$ cat src/rtl/sched_pin_pkg.sv
package sched_pin_pkg;
  typedef enum logic [1:0] {
    SP_IDLE  = 2'd0,
    SP_ARMED = 2'd1,
    SP_RUN   = 2'd2
  } sp_state_e;
endpackage

$ cat src/rtl/time_cmp.sv
// Unsigned magnitude comparator; STRICT picks > versus >=.
module time_cmp #(
  parameter int W      = 64,
  parameter bit STRICT = 1'b0
) (
  input  logic [W-1:0] lhs,
  input  logic [W-1:0] rhs,
  output logic         hit
);
  generate
    if (STRICT) begin : g_gt
      assign hit = (lhs > rhs);
    end else begin : g_ge
      assign hit = (lhs >= rhs);
    end
  endgenerate
endmodule

$ cat src/rtl/pin_sched_fsm.sv
// Holds the schedule state and the accumulated time of the next edge.
module pin_sched_fsm
  import sched_pin_pkg::*;
#(
  parameter int TIME_W = 64,
  parameter int DUR_W  = 32
) (
  input  logic              clk,
  input  logic              rst,
  input  logic              start_cmd,
  input  logic              stop_cmd,
  input  logic              launch_future,
  input  logic              edge_due,
  input  logic [TIME_W-1:0] launch_time,
  input  logic [DUR_W-1:0]  half_period,
  output sp_state_e         state,
  output logic [TIME_W-1:0] edge_time,
  output logic              toggle_en
);
  localparam int PAD_W = TIME_W - DUR_W;

  logic accept_start;
  logic active;
  logic [TIME_W-1:0] dur_ext;

  assign dur_ext      = {{PAD_W{1'b0}}, half_period};
  assign accept_start = start_cmd && launch_future && !stop_cmd;
  assign active       = (state != SP_IDLE);
  assign toggle_en    = active && edge_due && !stop_cmd && !accept_start;

  always_ff @(posedge clk) begin
    if (rst) begin
      state     <= SP_IDLE;
      edge_time <= '0;
    end else if (stop_cmd) begin
      state <= SP_IDLE;
    end else if (accept_start) begin
      state     <= SP_ARMED;
      edge_time <= launch_time;
    end else if (toggle_en) begin
      state     <= SP_RUN;
      edge_time <= edge_time + dur_ext;
    end
  end
endmodule

$ cat src/rtl/pin_level_reg.sv
// Registered pin level, inverted on request.
module pin_level_reg (
  input  logic clk,
  input  logic rst,
  input  logic toggle_en,
  output logic level
);
  always_ff @(posedge clk) begin
    if (rst) begin
      level <= 1'b0;
    end else if (toggle_en) begin
      level <= ~level;
    end
  end
endmodule

$ cat src/rtl/sched_pin_out.sv
module sched_pin_out
  import sched_pin_pkg::*;
#(
  parameter int TIME_W = 64,
  parameter int DUR_W  = 32
) (
  input  logic              clk,
  input  logic              rst,
  input  logic [TIME_W-1:0] now_time,
  input  logic [TIME_W-1:0] launch_time,
  input  logic [DUR_W-1:0]  half_period,
  input  logic              start_cmd,
  input  logic              stop_cmd,
  output logic              pin_out
);
  sp_state_e         fsm_state;
  logic [TIME_W-1:0] edge_time;
  logic              launch_future;
  logic              edge_due;
  logic              toggle_en;

  time_cmp #(.W(TIME_W), .STRICT(1'b1)) u_launch_cmp (
    .lhs(launch_time),
    .rhs(now_time),
    .hit(launch_future)
  );

  time_cmp #(.W(TIME_W), .STRICT(1'b0)) u_edge_cmp (
    .lhs(now_time),
    .rhs(edge_time),
    .hit(edge_due)
  );

  pin_sched_fsm #(.TIME_W(TIME_W), .DUR_W(DUR_W)) u_fsm (
    .clk          (clk),
    .rst          (rst),
    .start_cmd    (start_cmd),
    .stop_cmd     (stop_cmd),
    .launch_future(launch_future),
    .edge_due     (edge_due),
    .launch_time  (launch_time),
    .half_period  (half_period),
    .state        (fsm_state),
    .edge_time    (edge_time),
    .toggle_en    (toggle_en)
  );

  pin_level_reg u_level (
    .clk      (clk),
    .rst      (rst),
    .toggle_en(toggle_en),
    .level    (pin_out)
  );
endmodule

$ cat config.mk
export PLATFORM = sky130hd
export DESIGN_NAME = sched_pin_out
export DESIGN_NICKNAME = d
export VERILOG_FILES = /design/src/rtl/sched_pin_pkg.sv /design/src/rtl/time_cmp.sv /design/src/rtl/pin_sched_fsm.sv /design/src/rtl/pin_level_reg.sv /design/src/rtl/sched_pin_out.sv
export SDC_FILE = /design/constraint.sdc
export NUM_CORES = 1
export LEC_CHECK = 0
export BUFFER_PORTS_ARGS = -buffer_cell sky130_fd_sc_hd__buf_2
export CAP_MARGIN = 20
export CORE_AREA = 4 4 132 134
export CTS_CLUSTER_SIZE = 10
export DETAILED_ROUTE_END_ITERATION = 7
export DIE_AREA = 0 0 136 138
export GPL_ROUTABILITY_DRIVEN = 0
export HOLD_SLACK_MARGIN = 0.08
export PLACE_DENSITY = 0.81
export SKIP_CTS_REPAIR_TIMING = 1
export SYNTH_ARGS = -nofsm -noshare
export SYNTH_HDL_FRONTEND = slang
export SYNTH_HIERARCHICAL = 1
export SYNTH_SLANG_ARGS = --single-unit
export TNS_END_PERCENT = 100
$ cat constraint.sdc
create_clock -name clk -period 4 [get_ports clk]
set_input_delay 0.6 -clock clk [delete_from_list [all_inputs] [get_ports clk]]
set_output_delay 0.6 -clock clk [all_outputs]
set_load 0.005 [all_outputs]
==> results of run 1 <==
## sequential cells by signal, summed over array words and instances (netlist names)
| name | cells |
|---|---|
| u_fsm/edge_time | 64 |
| u_fsm/state | 2 |
| u_level/level | 1 |
## metrics by stage
| stage | worst slack, ps | cells |
|---|---|---|
| floorplan | 44.3 | 1105 |
| global placement | -56.8 | 1481 |
| detailed placement | -170 | 1481 |
| CTS | 73.0 | 1497 |
| global route | 4.17 | 1497 |
| finish | 200 | 1497 |
## cell usage after synthesis, drive strengths merged (13+ instances only)
| library cell | n |
|---|---|
| a21o | 17 |
| nand4 | 36 |
| ha | 160 |
| nor2 | 64 |
| xnor2 | 32 |
| inv | 147 |
| clkbuf | 32 |
| o21ai | 43 |
| a222oi | 13 |
| a211oi | 17 |
| o22ai | 25 |
| nor4 | 14 |
| dfxtp | 67 |
| nand2 | 88 |
| a22oi | 32 |
| nor3 | 20 |
| nand3 | 37 |
| a21oi | 99 |
## cells in the final DEF (no fill, tap or decap), drive strengths merged, types with 9 or more instances in the layout
cell,netlist,final
nand2,88,88
o21a,11,11
nor4,14,14
a21o,17,17
a22oi,32,32
nor3,20,20
clkbuf,32,10
a21oi,99,99
o22ai,25,25
ha,160,160
nor2,64,64
xnor2,32,32
nand3,37,37
o21ai,43,43
or3,9,9
buf,10,200
nand4,36,36
a211oi,17,17
a222oi,13,13
dfxtp,67,67
inv,147,147
or4,9,9
o311ai,11,11
## layer usage
layer / up-vias / part of all wire / global-route usage
met1: 4185 / 0.41 / 0.344
met3: 64 / 0.082 / 0.0345
met2: 411 / 0.48 / 0.462
met5: - / 0 / 0
li1: 4425 / - / -
met4: 0 / 0.030 / 0.0737
## worst paths after layout
kind | from | end | slack [ps]
min reg2reg | u_fsm/edge_time[37] | u_fsm/edge_time[37] | 530
max reg2reg | u_fsm/edge_time[59] | u_fsm/edge_time[39] | 200
min | launch_time[42] | u_fsm/edge_time[42] | 490
max | u_fsm/edge_time[59] | u_fsm/edge_time[39] | 200
## tightest hold or removal path, stage by stage
cell	delay (ps)
buf_2	90
nand2_1	40
o311ai_0	60
## cells by family (layout without fill, tap and decap cells)
logic type      count (synthesis)  count (layout)  share of synthesized area
buf+inv                       191             363                     0.0948
xor+xnor                       40              40                     0.0418
simple gates                  310             310                      0.187
fa+ha+maj                     161             161                      0.242
compound gates                335             335                      0.274
flops                          67              67                      0.160
mux                             1               1                    0.00120
## area by class of cell
class | instances | area share
well taps | 220 | 0.0280
inverters | 147 | 0.0562
multi-input cells | 847 | 0.638
clock inverters | 6 | 0.00675
repair buffers | 200 | 0.111
clock buffers | 10 | 0.0233
flip-flops and latches | 67 | 0.137
## report_power, final
group / switching (mW) / internal [mW]
Sequential: 0.0318 / 0.698
Clock: 0.324 / 0.483
Combinational: 0.436 / 0.329
Total: 0.792 / 1.51
==> flow_summary.toml, run 1 <==
[place]
io_buffers = 164
placed_area_sq_um = 9510
dpl.hpwl_um = 21200

[routing]
wire_per_inst_um = 17.3
route.vias.total = 9085
drc = 0
first_pass_iters = 6
drtIter0Drc = 892
ant_nets = 0
wirelength_um = 25900
viasPerCell = 6.07

[synth]
synthFlopType = "dfxtp_1"
yosysUniqueCellTypes = 84
syn-cell-area_sq_um = 8370
synth.largest_area_cell = "ha_1"
yosysTopAreaCellShare = 0.239
synth-edff-count = 0
synth_seq_cells = 67
synth_area_per_cell_sq_um = 7.58
syn_inst = 1105
synth_area_leaders = "ha_1, dfxtp_1, inv_1"
yosysSeqAreaShare = 0.160
yosys_warnings = 6
synthesis.nets = 1430
postSynth.asyncResetShare = 0

[clock_tree]
path_clk_slew_ps = 60
clock-sinks = 67
clock_latency_ps = 340
cts_tree = "yes"
cts_root_buffer = "clkbuf_16"
htree_levels = 3
cts_inserted_buffers = 9
cts_buffer_depth = 2

[layout]
final_area_sq_um = 9830
n_antenna_cell = 0
fillerInstances = 1513
post-route-util = 0.603
nNetsFinal = 1597
multi_input_area_sq_um = 6270
final-seq-area_sq_um = 1350
area_delta_synth_final_pct = 17.4
drive_above_1_share = 0.193

[sta]
fin_skew_ps = 7.77
slew_viol_final = 0
period_share = 0.950
rsz0062_at_grt = "no"
fin_crit_ps = 3800
timing.fmax_mhz = 263
whs_ps = 495
hold_viol_final = 0
setup_viol = 0
slew_headroom = 0.331
tns_ps = 0
worstMarginPinSlew_ps = 1000

[setup_path]
worstPathArrival_ps = 4090
setup.worst_path.start_class = "flop"
slowest_stage = "or4_4"
cp_common_cell = "nand2_1"
path_buf_inv = 4
cp_max_fo = 18
required_ps = 4290
crit_chain = "inv_1, ha_1, nand4_1, or4_4, or3_1, or4_1, o21ai_2, o211a_1, nand2_1, inv_1, nand2_1, buf_4, buf_4, nor4_1, a21oi_1, nand2_1"
cpPeakStageDelay_ps = 550
critical_path_class = "reg2reg"
critPathTopFamily = "simple AND/OR/NAND/NOR gates"
crit_path_end_kind = "flop"
reg2regPathDepth = 16
cp_num_cells = 16

[floorplan]
fp.dieArea_sq_um = 18800
die_w_um = 136
rows = 47
placeableCoreArea_sq_um = 16300
die_h_um = 138
start_util = 0.514
io_pins = 165

[global_route]
grt_first_pass_wirelength_um = 41500
grt_start_max_net_pins = 39
track_usage = 0.266
globalRouteOverflowTotal = 0
antenna_found_initial = 0
grt_pass1_vias = 8723

[run_status]
status = "complete, no violations"

[power]
ir_worst_vdd_v = 0.000187
cellLeakagePower_nw = 4.36
fin_total_pwr_mw = 2.30
power_density_nw_per_um2 = 234

[worst_hold_path]
holdPathStages = 3
min_path_type = "in2reg"

[run]
max_cap_violations = 0
(Power assumes the default switching activity.)
==> run 2, diff against run 1 <==
ABC_AREA = 1   (was unset)
CORE_AREA = 4 4 144 146   (was 4 4 132 134)
DIE_AREA = 0 0 148 150   (was 0 0 136 138)
==> flow_summary.toml, run 2 <==
[sta]
hold_viol_final = 0
period_share = 0.832
fin_skew_ps = 6.18
whs_ps = 461
setup_viol = 0
timing.fmax_mhz = 301
slew_headroom = 0.563
rsz0062_at_grt = "no"
slew_viol_final = 0
tns_ps = 0
worstMarginPinSlew_ps = 655
fin_crit_ps = 3330

[layout]
nNetsFinal = 2304
layout_common_cells = "nand2_1, inv_1, buf_2, ha_1, a21oi_1"
area_delta_synth_final_pct = 13.4
reg.largest.list = "u_fsm/edge_time x64, u_fsm/state x2, u_level/level x1"
largest-register = "u_fsm/edge_time"
largest_reg_flops = 64
n_antenna_cell = 0
drive_above_1_share = 0.126
final_common_cell = "nand2_1"

[clock_tree]
path_clk_slew_ps = 60
cts_root_buffer = "clkbuf_16"
cts_inserted_buffers = 9
htree_levels = 3
clock-sinks = 67
cts_tree = "yes"
cts_buffer_depth = 2
clock_latency_ps = 350

[setup_path]
cp_max_fo = 60
critPathTopFamily = "simple AND/OR/NAND/NOR gates"
worstPathArrival_ps = 3600
path_buf_inv = 5
cpPeakStageDelay_ps = 550
setup.worst_path.start_class = "input pin"
critical_path_class = "in2reg"
crit_chain = "buf_2, inv_1, ha_1, nand2_1, nor2_1, nand4_1, nor3b_2, nand2_1, a21oi_2, nand3_1, inv_2, buf_4, a22o_1, inv_1, a21oi_1"
crit_path_end_kind = "flop"
slowest_stage = "buf_4"
required_ps = 4270

[synth]
yosysUniqueCellTypes = 45
synthFlopType = "dfxtp_1"
synth_seq_cells = 67
yosysTopAreaCellShare = 0.216
synth.most_common_cell = "nand2_1"
synth.largest_area_cell = "nand2_1"
synth_common_cells = "nand2_1, inv_1, ha_1, a21oi_1, nor2_1"
synth-edff-count = 0
syn_inst = 1824
synthesis.nets = 2149
yosysSeqAreaShare = 0.130
postSynth.asyncResetShare = 0
syn-cell-area_sq_um = 10300
synth_area_per_cell_sq_um = 5.66
synth_area_leaders = "nand2_1, ha_1, inv_1"
yosys_warnings = 6

[floorplan]
die_h_um = 150
fp.dieArea_sq_um = 22200
rows = 51
die_w_um = 148
start_util = 0.532
io_pins = 165
placeableCoreArea_sq_um = 19400

[global_route]
grt_first_pass_wirelength_um = 51400
grt_pass1_vias = 11200
globalRouteOverflowTotal = 0
grt_start_max_net_pins = 61
track_usage = 0.282
antenna_found_initial = 0

[power]
swShare = 0.364
cellLeakagePower_nw = 6.35
p_clk_frac = 0.325
combPwrFrac = 0.351
pwr-share-seq = 0.325
switching_power_mw = 0.820
power_density_nw_per_um2 = 193
ir_worst_vdd_v = 0.000203
internal-power_mw = 1.43

[run]
max_cap_violations = 0

[worst_hold_path]
min_path_type = "in2reg"

[run_status]
status = "complete, no violations"

[place]
dpl.hpwl_um = 26700
io_buffers = 164

[routing]
drc = 0
first_pass_iters = 8
viasPerCell = 5.28
drtIter0Drc = 1173
ant_nets = 0
wirelength_um = 31800
wire_per_inst_um = 14.1
route.vias.total = 11900
-- run 2: cell count changes after synthesis, moves of 14 or more --
cell	before	now
o21ai_0	41	55
a211oi_1	16	0
nand3_1	35	103
nor2_2	0	18
a22oi_1	32	0
clkbuf_1	29	15
nand2_1	88	593
o22ai_1	25	0
inv_1	147	387
xnor2_1	32	3
nor2_1	64	116
a21oi_1	99	126
-- run 2: cell type report --
| class | count | area (sq um) |
|---|---|---|
| Tap cell | 265 | 332 |
| Fill cell | 1943 | 7700 |
| Multi-Input combinational cell | 1329 | 7360 |
| Clock buffer | 12 | 246 |
| Clock inverter | 3 | 15.0 |
| Timing Repair Buffer | 171 | 898 |
| Inverter | 401 | 1510 |
| Sequential cell | 67 | 1340 |
-- run 2: power by group through the flow --
stage / clock, mW / combinational (mW) / sequential (mW)
floorplan: 0 / 0.519 / 0.733
global route: 0.770 / 0.902 / 0.736
CTS: 0.740 / 0.780 / 0.731
finish: 0.732 / 0.791 / 0.732
global placement: 0 / 0.744 / 0.744
detailed placement: 0 / 0.772 / 0.745
-- run 2: routing by layer --
layer | share of wire | GRT usage
met3 | 0.086 | 0.0409
met2 | 0.44 | 0.460
met5 | 0 | 0
met4 | 0.029 | 0.0905
met1 | 0.45 | 0.384
-- run 2: path summary, 6_finish.rpt --
check	from	to	slack, ps	depth (start not counted)
min reg2reg	u_level/level	u_level/level	500	2
max reg2reg	u_fsm/edge_time[51]	u_fsm/edge_time[24]	980	18
max	now_time[55]	u_fsm/edge_time[28]	670	15
min	stop_cmd	u_fsm/state[1]	460	2
-- run 2: cell families after synthesis --
family,after synthesis,synth area share
buf+inv,428,0.157
fa+ha+maj,161,0.196
compound gates,237,0.126
simple gates,914,0.376
xor+xnor,17,0.0144
flops,67,0.130
-- run 2: stage by stage --
stage / instance area (sq um) / worst slack [ps] / instances / utilization / power, mW
CTS: 11700 / 815 / 2248 / 0.603 / 2.25
global placement: 11400 / 549 / 2233 / 0.590 / 1.49
detailed placement: 11400 / 453 / 2233 / 0.590 / 1.52
finish: 11700 / 673 / 2248 / 0.603 / 2.25
floorplan: 10300 / 1390 / 1824 / - / 1.25
global route: 11700 / 459 / 2248 / 0.603 / 2.41
